## src/rtl/thr_popcount_pkg.sv

```systemverilog
// Package: shared types for the threshold-gate population counter.
// Assumes nothing beyond IEEE 1800-2017 packed structs.
package thr_popcount_pkg;

    // Dual-rail gate output: hi is the true rail, lo the complement rail.
    // Both 0 means precharge; exactly one set means evaluated.
    typedef struct packed {
        logic hi;
        logic lo;
    } rail_t;

    // Width of the signed weighted sum seen by a gate, given count width.
    function automatic int sum_width(input int cw);
        return cw + 2;
    endfunction

endpackage

```

## src/rtl/thr_sum.sv

```systemverilog
// Module: thr_sum
// Forms the shared unit-weight sum of all input bits once; every gate in
// both layers reads this one value. Purely combinational.
// Assumes CW is wide enough to hold WIDTH.
module thr_sum #(
    parameter int WIDTH = 15,
    parameter int CW    = $clog2(WIDTH + 1)
) (
    input  logic [WIDTH-1:0] bits_i,
    output logic [CW-1:0]    sum_o
);

    // Accumulate every bit with weight one.
    always_comb begin
        sum_o = '0;
        for (int i = 0; i < WIDTH; i++) begin
            sum_o = sum_o + CW'(bits_i[i]);
        end
    end

endmodule

```

## src/rtl/thr_gate.sv

```systemverilog
// Module: thr_gate
// Behavioural threshold gate with a registered dual-rail output. When
// eval_i is sampled high the gate resolves sum_i >= THRESH onto one rail;
// when low both rails precharge to 0. done_o is the NAND of the inverted
// rails, i.e. high once either rail is set.
// Assumes sum_i is stable while eval_i is high.
module thr_gate
    import thr_popcount_pkg::*;
#(
    parameter int SW     = 6,
    parameter int THRESH = 1
) (
    input  logic                 clk,
    input  logic                 rst_n,
    input  logic                 eval_i,
    input  logic signed [SW-1:0] sum_i,
    output rail_t                rail_o,
    output logic                 done_o
);

    localparam logic signed [SW-1:0] TH = SW'(THRESH);

    logic fire;

    // Threshold decision: weighted sum minus threshold is non-negative.
    always_comb fire = (sum_i >= TH);

    // Rail register: precharge on reset or idle, resolve on evaluate.
    always_ff @(posedge clk) begin
        if (!rst_n) begin
            rail_o <= '0;
        end else if (!eval_i) begin
            rail_o <= '0;
        end else begin
            rail_o.hi <= fire;
            rail_o.lo <= ~fire;
        end
    end

    // Completion detect: NAND of the two inverted rails.
    always_comb done_o = ~((~rail_o.hi) & (~rail_o.lo));

    // a gate never drives both rails high.
    a_r4_rails_exclusive: assert property (@(posedge clk) disable iff (!rst_n)
        !(rail_o.hi && rail_o.lo));

    // an idle edge leaves both rails precharged.
    a_r2_gate_precharge: assert property (@(posedge clk) disable iff (!rst_n)
        !eval_i |=> (rail_o == '0));

endmodule

```

## src/rtl/thr_layer1.sv

```systemverilog
// Module: thr_layer1
// First layer: one gate per even threshold 2, 4, ... WIDTH-1, all reading
// the shared sum. Gate g has threshold 2*(g+1). done_o is the completion
// of gate 0 and releases the second layer.
// Assumes WIDTH is odd (7 or 15).
module thr_layer1
    import thr_popcount_pkg::*;
#(
    parameter int WIDTH = 15,
    parameter int CW    = $clog2(WIDTH + 1),
    parameter int NG    = (WIDTH - 1) / 2
) (
    input  logic              clk,
    input  logic              rst_n,
    input  logic              start_i,
    input  logic [CW-1:0]     sum_i,
    output rail_t [NG-1:0]    rails_o,
    output logic              done_o
);

    localparam int SW = sum_width(CW);

    logic signed [SW-1:0] sum_s;
    logic [NG-1:0]        done_v;

    // Zero-extend the shared sum into the signed gate domain.
    always_comb sum_s = $signed({2'b00, sum_i});

    for (genvar g = 0; g < NG; g++) begin : g_gate
        thr_gate #(
            .SW     (SW),
            .THRESH (2 * (g + 1))
        ) i_gate (
            .clk    (clk),
            .rst_n  (rst_n),
            .eval_i (start_i),
            .sum_i  (sum_s),
            .rail_o (rails_o[g]),
            .done_o (done_v[g])
        );
    end

    // One gate's completion enables the whole second layer.
    always_comb done_o = done_v[0];

    // first-layer rails only appear after an edge with start sampled high.
    a_r6_l1_after_start: assert property (@(posedge clk) disable iff (!rst_n)
        done_o |-> $past(start_i));

endmodule

```

## src/rtl/thr_layer2.sv

```systemverilog
// Module: thr_layer2
// Second layer: one gate per lower output bit j. Its weighted sum is the
// shared sum minus 2^(j+1) for every first-layer output whose threshold is
// a multiple of 2^(j+1); its threshold is 2^j. Gates evaluate only while
// start is high and the first layer has completed.
// Assumes first-layer gate g has threshold 2*(g+1).
module thr_layer2
    import thr_popcount_pkg::*;
#(
    parameter int WIDTH = 15,
    parameter int CW    = $clog2(WIDTH + 1),
    parameter int NG    = (WIDTH - 1) / 2,
    parameter int NL    = CW - 1
) (
    input  logic              clk,
    input  logic              rst_n,
    input  logic              eval_i,
    input  logic [CW-1:0]     sum_i,
    input  rail_t [NG-1:0]    l1_rails_i,
    output rail_t [NL-1:0]    rails_o
);

    localparam int SW = sum_width(CW);

    for (genvar j = 0; j < NL; j++) begin : g_bit
        localparam int STEP = 2 ** (j + 1);

        logic signed [SW-1:0] wsum;
        logic                 done_unused;

        // Weighted sum: shared sum with negative first-layer feedback.
        always_comb begin
            int acc;
            acc = int'(sum_i);
            for (int g = 0; g < NG; g++) begin
                if (l1_rails_i[g].hi && ((2 * (g + 1)) % STEP == 0)) begin
                    acc = acc - STEP;
                end
            end
            wsum = SW'(acc);
        end

        thr_gate #(
            .SW     (SW),
            .THRESH (2 ** j)
        ) i_gate (
            .clk    (clk),
            .rst_n  (rst_n),
            .eval_i (eval_i),
            .sum_i  (wsum),
            .rail_o (rails_o[j]),
            .done_o (done_unused)
        );

        // a feedback-adjusted sum never goes negative once layer 1 settled.
        a_r3_wsum_nonneg: assert property (@(posedge clk) disable iff (!rst_n)
            eval_i |-> (wsum >= 0));
    end

    // the second layer stays precharged unless released on the prior edge.
    a_r6_l2_held: assert property (@(posedge clk) disable iff (!rst_n)
        (rails_o != '0) |-> $past(eval_i));

endmodule

```

## src/rtl/thr_popcount.sv

```systemverilog
// Module: thr_popcount (top)
// Population counter of WIDTH (7 or 15) bits built as two layers of
// threshold gates with dual-rail outputs and self-timed layer release.
// Top bit comes from the first layer; lower bits from the second.
// Assumes bits_i is held stable while start_i is high.
module thr_popcount
    import thr_popcount_pkg::*;
#(
    parameter int WIDTH = 15,
    parameter int CW    = $clog2(WIDTH + 1)
) (
    input  logic             clk,
    input  logic             rst_n,
    input  logic             start_i,
    input  logic [WIDTH-1:0] bits_i,
    output logic [CW-1:0]    count_o,
    output logic [CW-1:0]    count_n_o,
    output logic             valid_o
);

    localparam int NG      = (WIDTH - 1) / 2;
    localparam int NL      = CW - 1;
    localparam int MSB_IDX = (2 ** (CW - 1)) / 2 - 1;

    logic [CW-1:0]  vsum;
    rail_t [NG-1:0] l1_rails;
    rail_t [NL-1:0] l2_rails;
    logic           l1_done;
    logic           l2_eval;
    logic [CW-1:0]  complete;

    thr_sum #(.WIDTH(WIDTH), .CW(CW)) i_sum (
        .bits_i (bits_i),
        .sum_o  (vsum)
    );

    thr_layer1 #(.WIDTH(WIDTH), .CW(CW), .NG(NG)) i_l1 (
        .clk     (clk),
        .rst_n   (rst_n),
        .start_i (start_i),
        .sum_i   (vsum),
        .rails_o (l1_rails),
        .done_o  (l1_done)
    );

    // Second layer release: start still requested and first layer complete.
    always_comb l2_eval = start_i & l1_done;

    thr_layer2 #(.WIDTH(WIDTH), .CW(CW), .NG(NG), .NL(NL)) i_l2 (
        .clk        (clk),
        .rst_n      (rst_n),
        .eval_i     (l2_eval),
        .sum_i      (vsum),
        .l1_rails_i (l1_rails),
        .rails_o    (l2_rails)
    );

    // Output mapping: lower bits from layer 2, top bit from layer 1.
    always_comb begin
        for (int j = 0; j < NL; j++) begin
            count_o[j]   = l2_rails[j].hi;
            count_n_o[j] = l2_rails[j].lo;
        end
        count_o[CW-1]   = l1_rails[MSB_IDX].hi;
        count_n_o[CW-1] = l1_rails[MSB_IDX].lo;
    end

    // Completion: every pair resolved, and precharge not being requested.
    always_comb begin
        complete = count_o | count_n_o;
        valid_o  = start_i & (&complete);
    end

    // a flagged result is the population count of the input word.
    a_r3_count_correct: assert property (@(posedge clk) disable iff (!rst_n)
        valid_o |-> (count_o == CW'($countones(bits_i))));

    // a flagged result carries complementary rails.
    a_r4_dual_rail: assert property (@(posedge clk) disable iff (!rst_n)
        valid_o |-> (count_n_o == ~count_o));

    // no valid flag while precharge is requested.
    a_r7_no_valid_idle: assert property (@(posedge clk) disable iff (!rst_n)
        !start_i |-> !valid_o);

    // valid can only rise after start was already high on the prior edge.
    a_r5_latency: assert property (@(posedge clk) disable iff (!rst_n)
        $rose(valid_o) |-> $past(start_i));

endmodule

```

## config.mk

```make
export PLATFORM = sky130hd
export DESIGN_NAME = thr_popcount
export DESIGN_NICKNAME = d
export VERILOG_FILES = /design/src/rtl/thr_popcount_pkg.sv /design/src/rtl/thr_sum.sv /design/src/rtl/thr_gate.sv /design/src/rtl/thr_layer1.sv /design/src/rtl/thr_layer2.sv /design/src/rtl/thr_popcount.sv
export SDC_FILE = /design/constraint.sdc
export NUM_CORES = 1
export LEC_CHECK = 0
export ABC_CLOCK_PERIOD_IN_PS = 11760
export BUFFER_PORTS_ARGS = -buffer_cell sky130_fd_sc_hd__buf_2
export CAP_MARGIN = 20
export CORE_MARGIN = 2
export CORE_UTILIZATION = 30
export CTS_CLUSTER_DIAMETER = 150
export DETAILED_ROUTE_END_ITERATION = 12
export GPL_ROUTABILITY_DRIVEN = 0
export SYNTH_ARGS = -nofsm -noshare
export SYNTH_HDL_FRONTEND = slang
export SYNTH_SLANG_ARGS = --single-unit
```

## constraint.sdc

```tcl
create_clock -name clk -period 11.76 [get_ports clk]
set_clock_uncertainty 0.2 [all_clocks]
set_input_delay 1.176 -clock clk [delete_from_list [all_inputs] [get_ports clk]]
set_output_delay 1.176 -clock clk [all_outputs]
set_load 0.02 [all_outputs]
```

==> reports/results.tsv, run 1 <==
stage	metric	value	unit
final_layout	FILL cells	705	
synthesis	Cells after Synth	259	
cts	PostCTS Resize Cnt	0	
cts	clock latency at the later pin of the worst-skew pair	0.25	ns
sta	RSZ-0062 raised after global routing	false	
drt	post-route ant nets	0	
synthesis	ys async rst share	0	%
cts	Hold Buf Count CTS	0	
final_layout	Nets	331	
sta	Max-Slew Margin vs Limit	54.12	%
critical_path	slowest stage cell, crit path	fa_1	
critical_path	reg2reg setup slack	6.27	ns
floorplanning	# rows	30	
synthesis	YS warnings	0	
cts	clk slew on worst S/H paths	0.06	ns
drt	Initial DRC Count	88	
synthesis	Yosys top cell area share	14.23	%
synthesis	Synth cell types	63	
floorplanning	DIE WIDTH	87.88	µm
drt	final WL	4.282	mm
sta	fmax	105.1	MHz
cts	CTS H-tree depth	1	
critical_path	R2R depth	25	
worst_hold_path	worst hold stages	2	
cts	CTS buffer count	3	
critical_path	Worst Setup EP	i_l2.g_bit[0].i_gate.rail_o[1]	
critical_path	CP Capture Type	flop	
critical_path	RR Endpoint	i_l2.g_bit[0].i_gate.rail_o[1]	
global_routing	first-pass GRT wire length	7.569	mm
floorplanning	die area	7723	µm²
final_layout	Multi-input gate area	1650	µm²
synthesis	Area contributors post-synth	dfxtp_1 14%, ha_1 14%, fa_1 8.5%	
sta	final setup vio count	0	
synthesis	syn nets	310	
floorplanning	Initial Util	31.07	%
critical_path	Worst Setup Start Kind	input port	
synthesis	Synth area leader	dfxtp_1	
critical_path	Req. time, crit path	11.75	ns
global_routing	GRT Overall Usage	12.12	%
outcome	outcome	completed	
floorplanning	num ports	27	
critical_path	Crit Path Class	input port to flop	
final_layout	Ant. Diodes	0	
drt	Vias	1825	
critical_path	Worst R2R Start	i_l1.g_gate[0].i_gate.rail_o[1]	
global_routing	initial antenna violation count	0	
drt	routed vias/inst	4.867	
placed_design	buffers added on ports	26	
drt	first-pass detailed-route iteration total	4	
synthesis	Mean Syn Cell Area	8.150	µm²
drt	number of remaining DRC errors	0	
sta	final hold vios	0	
synthesis	Synth Flop Type	dfxtp_1	
critical_path	Crit path top cell by count	ha_1	
critical_path	crit-path max cell delay	0.82	ns
final_layout	share of layout cells above drive strength 1	15.77	%
sta	Max Slew Vio Count	0	
worst_hold_path	min-delay worst type	flop to flop	
critical_path	Crit Path Max Fanout	12	
drt	per-cell routed wire length	11.42	µm
synthesis	sequential area share after synthesis	14.23	%
cts	CTS tree	done	
sta	period utilisation layout	80.94	%
cts	Sink Count	15	
global_routing	GRT Residual Overflow	0	
sta	Setup TNS	0	ns
placed_design	dpl hpwl	3.494	mm
synthesis	Synth Cell Area	2111	µm²
sta	minimum clock period	9.519	ns
critical_path	CP arrival	9.51	ns
final_layout	register area	300.3	µm²
final_layout	synthesis-to-layout area growth	12.09	%
final_layout	commonest non-fill, non-tap cells in the layout	28 x inv_1, 27 x nand2_1, 26 x buf_2	
floorplanning	Die Height	87.88	µm
global_routing	largest net degree at the start of global routing	25	
cts	total setup buffers inserted after CTS	0	
synthesis	Post-synth EDFFs	0	
synthesis	Yosys reg bits	15	
cts	CTS max path bufs	2	
cts	clk root buf	clkbuf_8	
floorplanning	core footprint	6794	µm²
sta	worst-margin pin slew	0.6859	ns
final_layout	commonest non-fill, non-tap cell in the layout	inv_1	
global_routing	vias in the first global route	1697	
critical_path	Critical Path Start	bits_i[0]	
job	Max-Cap Viols	0	
==> area by class of cell <==
| cell class | count | area share [%] |
|---|---|---|
| clock buffers | 3 | 1.745 |
| well taps | 96 | 5.077 |
| flip-flops and latches | 15 | 12.69 |
| repair buffers | 27 | 5.817 |
| clock inverters | 1 | 0.2115 |
| inverters | 29 | 4.707 |
| multi-input cells | 204 | 69.75 |
==> worst max-delay path, delay by kind of cell <==
| kind | cells | cell delay [ns] |
|---|---|---|
| fa+ha+maj | 14 | 5.42 |
| compound gates | 11 | 1.95 |
| buf+inv | 5 | 0.34 |
| simple gates | 7 | 0.61 |
==> cells in the mapped netlist (3+ instances only) <==
cell type and n:
xor2_1 7, nand4_1 3, o31ai_1 3, xnor2_1 6, nor2_1 19, dfxtp_1 15, fa_1 9, o21ai_0 15
inv_1 28, nand2_1 27, clkbuf_1 6, o211ai_1 4, nor3b_1 4, ha_1 24, nor2b_1 6, nand3_1 5
and3_1 3, nor3_1 7, a21oi_1 13, o2111ai_1 3
==> metal layers <==
| layer | vias to the layer above | part of all wire (%) | track usage, % |
|---|---|---|---|
| li1 | 951 | - | - |
| met1 | 830 | 47 | 16.35 |
| met2 | 40 | 49 | 20.45 |
| met3 | 4 | 2.9 | 0.9425 |
| met4 | 0 | 1.1 | 4.056 |
| met5 | - | 0 | 0 |
==> registers in the layout, indices dropped and copies added (netlist names) <==
register                   flops
i_l2.g_bit.i_gate.rail_o       6
i_l1.g_gate.i_gate.rail_o      9
==> through the flow <==
step | std cells | cell area, µm² | util, % | hold WS [ns] | setup slack (ns)
5_1_grt | 375 | 2366 | 34.83 | 0.4995 | 1.588
3_5_place_dp | 371 | 2320 | 34.14 | 0.4562 | 1.944
6_report | 375 | 2366 | 34.83 | 0.4617 | 2.241
4_1_cts | 375 | 2366 | 34.83 | 0.4730 | 2.204
2_1_floorplan | 259 | 2111 | - | 0.3762 | 2.650
3_3_place_gp | 371 | 2320 | 34.14 | 0.4577 | 2.096
==> how the worst min path moves through the flow <==
stage                                     end                       startpoint  slack [ns]
3_5_place_dp   i_l2.g_bit[1].i_gate.rail_o[0]  i_l1.g_gate[0].i_gate.rail_o[0]        0.46
2_1_floorplan  i_l2.g_bit[1].i_gate.rail_o[0]  i_l1.g_gate[0].i_gate.rail_o[0]        0.38
3_3_place_gp   i_l2.g_bit[2].i_gate.rail_o[0]  i_l1.g_gate[0].i_gate.rail_o[0]        0.46
6_report       i_l2.g_bit[1].i_gate.rail_o[0]  i_l1.g_gate[0].i_gate.rail_o[0]        0.46
5_1_grt        i_l2.g_bit[1].i_gate.rail_o[1]  i_l1.g_gate[0].i_gate.rail_o[0]        0.50
4_1_cts        i_l2.g_bit[1].i_gate.rail_o[0]  i_l1.g_gate[0].i_gate.rail_o[0]        0.47
==> cell families (layout without fill, tap and decap cells) <==
kind of cell,Yosys count,after routing,share of synthesized area (%)
flip-flops,15,15,14.23
XOR/XNOR,19,19,12.03
AND/OR/NAND/NOR,84,84,19.80
buffers and inverters,40,60,7.587
multiplexers,4,4,2.015
AO/OA/AOI/OAI,64,64,21.58
adder cells (fa/ha/maj),33,33,22.76
Power of run 1 is left out: the tool's default activity adds up to more than one toggle a clock period on the data nets, which glitch-free logic cannot reach.
==> inputs of run 2 (changes only) <==
--- a/config.mk
+++ b/config.mk
@@ -5,7 +5,7 @@
 export SDC_FILE = /design/constraint.sdc
 export NUM_CORES = 1
 export LEC_CHECK = 0
-export ABC_CLOCK_PERIOD_IN_PS = 11760
+export ABC_CLOCK_PERIOD_IN_PS = 8600
 export BUFFER_PORTS_ARGS = -buffer_cell sky130_fd_sc_hd__buf_2
 export CAP_MARGIN = 20
 export CORE_MARGIN = 2
==> constraint.sdc (replaced) <==
create_clock -name clk -period 8.6 [get_ports clk]
set_clock_uncertainty 0.2 [all_clocks]
set_input_delay 0.86 -clock clk [delete_from_list [all_inputs] [get_ports clk]]
set_output_delay 0.86 -clock clk [all_outputs]
set_load 0.02 [all_outputs]
==> reports/results.tsv, run 2 (same netlist as run 1, synthesis figures left out) <==
stage	metric	value	unit	change
sta	Max Slew Vio Count	0		unchanged
final_layout	largest registers	i_l1.g_gate.i_gate.rail_o: 9 flops, i_l2.g_bit.i_gate.rail_o: 6 flops		
sta	final hold vios	0		unchanged
final_layout	Multi-input gate area	1732	µm²	+4.9%
final_layout	Ant. Diodes	0		unchanged
drt	routed vias/inst	4.928		+1.3%
drt	post-route ant nets	0		unchanged
drt	Initial DRC Count	66		-25%
final_layout	FILL cells	708		+0.43%
drt	per-cell routed wire length	11.94	µm	+4.6%
sta	period utilisation layout	96.26	%	
critical_path	RR Endpoint	i_l2.g_bit[0].i_gate.rail_o[1]		
sta	Setup TNS	0	ns	unchanged
job	Max-Cap Viols	0		unchanged
sta	worst-margin pin slew	0.7142	ns	+0.02835 ns
final_layout	number of flip-flops in the largest register	9		unchanged
global_routing	initial antenna violation count	0		unchanged
cts	clock latency at the later pin of the worst-skew pair	0.25	ns	about the same
placed_design	DP Cell Count	383		+3.2%
global_routing	vias in the first global route	1865		+9.9%
cts	CTS buffer count	3		unchanged
worst_hold_path	Hold Crit Endpoint	i_l2.g_bit[2].i_gate.rail_o[0]		
placed_design	buffers added on ports	26		unchanged
cts	CTS H-tree depth	1		unchanged
sta	minimum clock period	8.278	ns	
worst_hold_path	min-delay worst type	flop to flop		
outcome	outcome	completed		
critical_path	Worst R2R Start	i_l1.g_gate[0].i_gate.rail_o[1]		
drt	final WL	4.670	mm	+9.1%
critical_path	Crit Path Class	input port to flop		
critical_path	CP Capture Type	flop		
drt	first-pass detailed-route iteration total	4		unchanged
floorplanning	core footprint	6794	µm²	unchanged
critical_path	CP arrival	8.27	ns	-1.24 ns
cts	CTS tree	done		
floorplanning	Die Height	87.88	µm	unchanged
floorplanning	# rows	30		unchanged
sta	Max-Slew Margin vs Limit	52.22	%	-1.9 points
cts	CTS max path bufs	2		unchanged
global_routing	GRT Residual Overflow	0		unchanged
final_layout	commonest non-fill, non-tap cells in the layout	26 x inv_1, 26 x buf_2, 24 x nand2_1		
worst_hold_path	worst hold path startpoint	i_l1.g_gate[0].i_gate.rail_o[0]		
global_routing	first-pass GRT wire length	8.190	mm	+8.2%
worst_hold_path	worst hold stages	2		unchanged
critical_path	slowest stage cell, crit path	fa_1		
cts	Sink Count	15		unchanged
final_layout	share of layout cells above drive strength 1	25.42	%	+9.7 points
cts	clk root buf	clkbuf_8		
sta	fmax	120.8	MHz	
final_layout	register area	300.3	µm²	unchanged
critical_path	Worst Setup Start Kind	input port		
drt	Vias	1927		+5.6%
critical_path	Crit path top cell by count	ha_1		
drt	number of remaining DRC errors	0		unchanged
floorplanning	num ports	27		unchanged
floorplanning	DIE WIDTH	87.88	µm	unchanged
global_routing	GRT Overall Usage	12.94	%	+0.82 points
sta	final setup vio count	0		unchanged
final_layout	fin cells	391		+4.3%
critical_path	R2R depth	25		unchanged
critical_path	reg2reg setup slack	3.67	ns	-2.60 ns
final_layout	synthesis-to-layout area growth	21.58	%	
cts	clk slew on worst S/H paths	0.06	ns	about the same
floorplanning	Initial Util	31.07	%	unchanged
critical_path	Crit Path Max Fanout	2		-10
final_layout	Nets	347		+4.8%
critical_path	crit-path max cell delay	0.58	ns	-0.24 ns
floorplanning	die area	7723	µm²	unchanged
placed_design	dpl hpwl	3.699	mm	+5.9%
global_routing	largest net degree at the start of global routing	25		unchanged
critical_path	Req. time, crit path	8.59	ns	-3.16 ns
final_layout	Reg with most FFs	i_l1.g_gate.i_gate.rail_o		
==> run 2: final cells by class <==
class / instances / area share, %
Tap cell: 96 / 4.681
Sequential cell: 15 / 11.70
Clock buffer: 4 / 1.755
Inverter: 29 / 4.339
Multi-Input combinational cell: 204 / 67.48
Timing Repair Buffer: 43 / 10.04
==> run 2: worst max-delay path: cells and delay by family <==
kind                     cells  cell delay (ns)
XOR/XNOR                     1             0.18
AO/OA/AOI/OAI               11             1.56
buffers and inverters        5             0.33
adder cells (fa/ha/maj)     14             4.76
AND/OR/NAND/NOR              7             0.56
==> run 2: worst max path at each step <==
stage | start | end | slack, ns | cells past startpoint
finish | bits_i[0] | i_l2.g_bit[0].i_gate.rail_o[1] | 0.32 | 38
global route | bits_i[0] | i_l2.g_bit[0].i_gate.rail_o[0] | -0.03 | 38
CTS | bits_i[0] | i_l2.g_bit[0].i_gate.rail_o[0] | 0.01 | 38
detailed placement | bits_i[0] | i_l2.g_bit[0].i_gate.rail_o[0] | -0.23 | 38
global placement | bits_i[0] | i_l2.g_bit[0].i_gate.rail_o[0] | -0.08 | 37
floorplan | bits_i[0] | i_l2.g_bit[0].i_gate.rail_o[1] | 0.01 | 37
==> run 2: stage by stage <==
| step | cell area, µm² | hold WS (ns) | setup WS, ns | utilization, % |
|---|---|---|---|---|
| after global placement | 2425 | 0.5067 | -0.08377 | 35.69 |
| after detailed placement | 2425 | 0.5030 | -0.2277 | 35.69 |
| final | 2566 | 0.5082 | 0.3218 | 37.77 |
| after global routing | 2566 | 0.5755 | -0.03296 | 37.77 |
| after CTS | 2470 | 0.5188 | 0.01108 | 36.35 |
| after floorplan | 2126 | 0.3762 | 0.01138 | - |
==> run 2: timing repair <==
action | CTS | global route
buffers inserted | 0 | 4
setup endpoints to repair | 0 | 2
hold buffers | 0 | 0
resized for setup | 0 | 20
==> run 2: layer usage <==
| layer | up-vias | part of all wire [%] | routed length [µm] | track usage (%) |
|---|---|---|---|---|
| li1 | 981 | - | - | - |
| met1 | 906 | 46 | 2164 | 16.59 |
| met2 | 33 | 50 | 2317 | 23.42 |
| met3 | 7 | 2.5 | 117 | 0.9425 |
| met4 | 0 | 1.5 | 69 | 3.357 |
| met5 | - | 0 | 0 | 0 |
Power of run 2 is left out for the same reason.
==> inputs of run 3 (changes only) <==
--- a/config.mk
+++ b/config.mk
@@ -9,10 +9,11 @@
 export BUFFER_PORTS_ARGS = -buffer_cell sky130_fd_sc_hd__buf_2
 export CAP_MARGIN = 20
 export CORE_MARGIN = 2
-export CORE_UTILIZATION = 30
+export CORE_UTILIZATION = 53
 export CTS_CLUSTER_DIAMETER = 150
 export DETAILED_ROUTE_END_ITERATION = 12
 export GPL_ROUTABILITY_DRIVEN = 0
+export PLACE_DENSITY = 0.77
 export SYNTH_ARGS = -nofsm -noshare
 export SYNTH_HDL_FRONTEND = slang
 export SYNTH_SLANG_ARGS = --single-unit
==> reports/results.tsv, run 3 (same netlist as run 1, synthesis figures left out) <==
stage	metric	value	unit	change
final_layout	number of flip-flops in the largest register	9		unchanged
cts	clk slew on worst S/H paths	0.06	ns	about the same
worst_hold_path	worst hold stages	2		unchanged
drt	routed vias/inst	5.626		+14%
drt	Initial DRC Count	71		+7.6%
final_layout	share of layout cells above drive strength 1	25.51	%	+0.086 points
sta	Max-Slew Margin vs Limit	41.90	%	-10 points
critical_path	CP Capture Type	flop		
critical_path	crit-path max cell delay	0.57	ns	about the same
global_routing	GRT Residual Overflow	0		unchanged
worst_hold_path	worst hold path startpoint	i_l1.g_gate[0].i_gate.rail_o[0]		
floorplanning	# rows	22		-27%
drt	final WL	4.583	mm	-1.9%
drt	first-pass detailed-route iteration total	4		unchanged
cts	clk root buf	clkbuf_8		
placed_design	dpl hpwl	3.492	mm	-5.6%
critical_path	RR Endpoint	i_l2.g_bit[0].i_gate.rail_o[1]		
cts	Sink Count	15		unchanged
cts	CTS tree	done		
floorplanning	die area	4503	µm²	-42%
floorplanning	core footprint	3744	µm²	-45%
placed_design	DP Cell Count	331		-14%
final_layout	commonest non-fill, non-tap cells in the layout	25 x inv_1, 24 x buf_2, 22 x nand2_1		
sta	worst-margin pin slew	0.8703	ns	+0.1561 ns
drt	number of remaining DRC errors	0		unchanged
sta	minimum clock period	8.456	ns	+0.1775 ns
drt	per-cell routed wire length	13.40	µm	+12%
global_routing	GRT Overall Usage	22.21	%	+9.3 points
critical_path	delay-heaviest family, CP	adder cells		
critical_path	Crit Path Class	input port to flop		
outcome	outcome	completed		
critical_path	Crit path top cell by count	ha_4		
floorplanning	Die Height	67.11	µm	-24%
global_routing	largest net degree at the start of global routing	25		unchanged
sta	final setup vio count	0		unchanged
critical_path	R2R depth	25		unchanged
final_layout	Finished Core Util	67.95	%	+30 points
final_layout	Reg with most FFs	i_l1.g_gate.i_gate.rail_o		
floorplanning	Initial Util	56.38	%	+25 points
critical_path	Worst R2R Start	i_l1.g_gate[0].i_gate.rail_o[1]		
sta	RSZ-0062 raised after global routing	true		
floorplanning	DIE WIDTH	67.11	µm	-24%
sta	Max Slew Vio Count	0		unchanged
critical_path	slowest stage cell, crit path	fa_1		
sta	period utilisation layout	98.32	%	+2.1 points
global_routing	initial antenna violation count	0		unchanged
cts	CTS buffer count	3		unchanged
worst_hold_path	Hold Crit Endpoint	i_l2.g_bit[2].i_gate.rail_o[0]		
critical_path	reg2reg setup slack	3.41	ns	-0.26 ns
critical_path	Crit Path Max Fanout	2		unchanged
placed_design	buffers added on ports	26		unchanged
cts	clock latency at the later pin of the worst-skew pair	0.25	ns	about the same
final_layout	fin cells	342		-13%
drt	post-route ant nets	0		unchanged
worst_hold_path	min-delay worst type	flop to flop		
critical_path	Req. time, crit path	8.59	ns	about the same
drt	Vias	1924		-0.16%
sta	final hold vios	0		unchanged
global_routing	first-pass GRT wire length	7.769	mm	-5.1%
critical_path	Worst Setup Start Kind	input port		
final_layout	largest registers	i_l1.g_gate.i_gate.rail_o: 9 flops, i_l2.g_bit.i_gate.rail_o: 6 flops		
final_layout	Ant. Diodes	0		unchanged
floorplanning	num ports	27		unchanged
job	Max-Cap Viols	0		unchanged
final_layout	Nets	346		-0.29%
final_layout	synthesis-to-layout area growth	20.51	%	
sta	fmax	118.3	MHz	-2.1%
critical_path	CP arrival	8.44	ns	+0.17 ns
global_routing	vias in the first global route	1781		-4.5%
critical_path	CP bufs+invs	5		unchanged
cts	CTS H-tree depth	1		unchanged
cts	CTS max path bufs	2		unchanged
final_layout	commonest non-fill, non-tap cell in the layout	inv_1		
==> run 3: changes by cell type in the layout (fill, tap and decap cells not counted), moves of 2 or more <==
| cell | before | now |
|---|---|---|
| buf_2 | 26 | 24 |
| ha_4 | 3 | 5 |
| nand2_1 | 24 | 22 |
| buf_6 | 0 | 2 |
| o21ai_2 | 4 | 2 |
==> run 3: worst reg2reg max path: cells and delay by family, from the launching register on <==
| family | cells | cell delay (ns) |
|---|---|---|
| buffers and inverters | 2 | 0.14 |
| flip-flops | 1 | 0.76 |
| AND/OR/NAND/NOR | 6 | 0.45 |
| AO/OA/AOI/OAI | 10 | 1.73 |
| adder cells (fa/ha/maj) | 6 | 1.64 |
| XOR/XNOR | 1 | 0.20 |
==> run 3: how the worst max path moves through the flow <==
| stage | from | to | slack, ns | cells after the start |
|---|---|---|---|---|
| floorplan | bits_i[0] | i_l2.g_bit[0].i_gate.rail_o[1] | 0.01 | 37 |
| global placement | bits_i[0] | i_l2.g_bit[0].i_gate.rail_o[1] | -0.18 | 38 |
| detailed placement | bits_i[0] | i_l2.g_bit[0].i_gate.rail_o[1] | -0.35 | 38 |
| CTS | bits_i[0] | i_l2.g_bit[0].i_gate.rail_o[1] | 0.0004 | 38 |
| global route | bits_i[0] | i_l2.g_bit[0].i_gate.rail_o[1] | -0.16 | 38 |
| finish | bits_i[0] | i_l2.g_bit[0].i_gate.rail_o[1] | 0.14 | 38 |
==> run 3: metal layers <==
metal / track usage (%) / routed length (µm) / share of wire [%] / vias to the layer above
li1: - / - / - / 978
met4: 5.612 / 46 / 1.0 / 0
met5: 0 / 0 / 0 / -
met3: 1.182 / 80 / 1.7 / 7
met2: 39.23 / 2304 / 50 / 31
met1: 29.50 / 2151 / 47 / 908
==> run 3: cell type report <==
cell class	instances	area, µm²
Clock buffer	4	45.04
Fill cell	303	1200
Inverter	29	111.4
Multi-Input combinational cell	204	1764
Sequential cell	15	300.3
Tap cell	48	60.06
Timing Repair Buffer	42	262.8
==> run 3: what timing repair did <==
item,in CTS,in global routing
resized for setup,0,27
setup buffers,3,5
setup endpoints to repair,2,2
hold buffers,0,0
pin swaps,4,21
==> run 3: stage by stage <==
stage,hold WS [ns],setup slack [ns],TNS [ns],instance area [µm²]
floorplan,0.3762,0.01138,0,2126
global placement,0.4626,-0.1796,-0.3565,2335
detailed placement,0.4707,-0.3524,-0.6624,2335
CTS,0.4871,0.0003517,0,2402
global route,0.5449,-0.1552,-0.2705,2544
finish,0.4742,0.1443,0,2544
Power of run 3 is left out for the same reason.
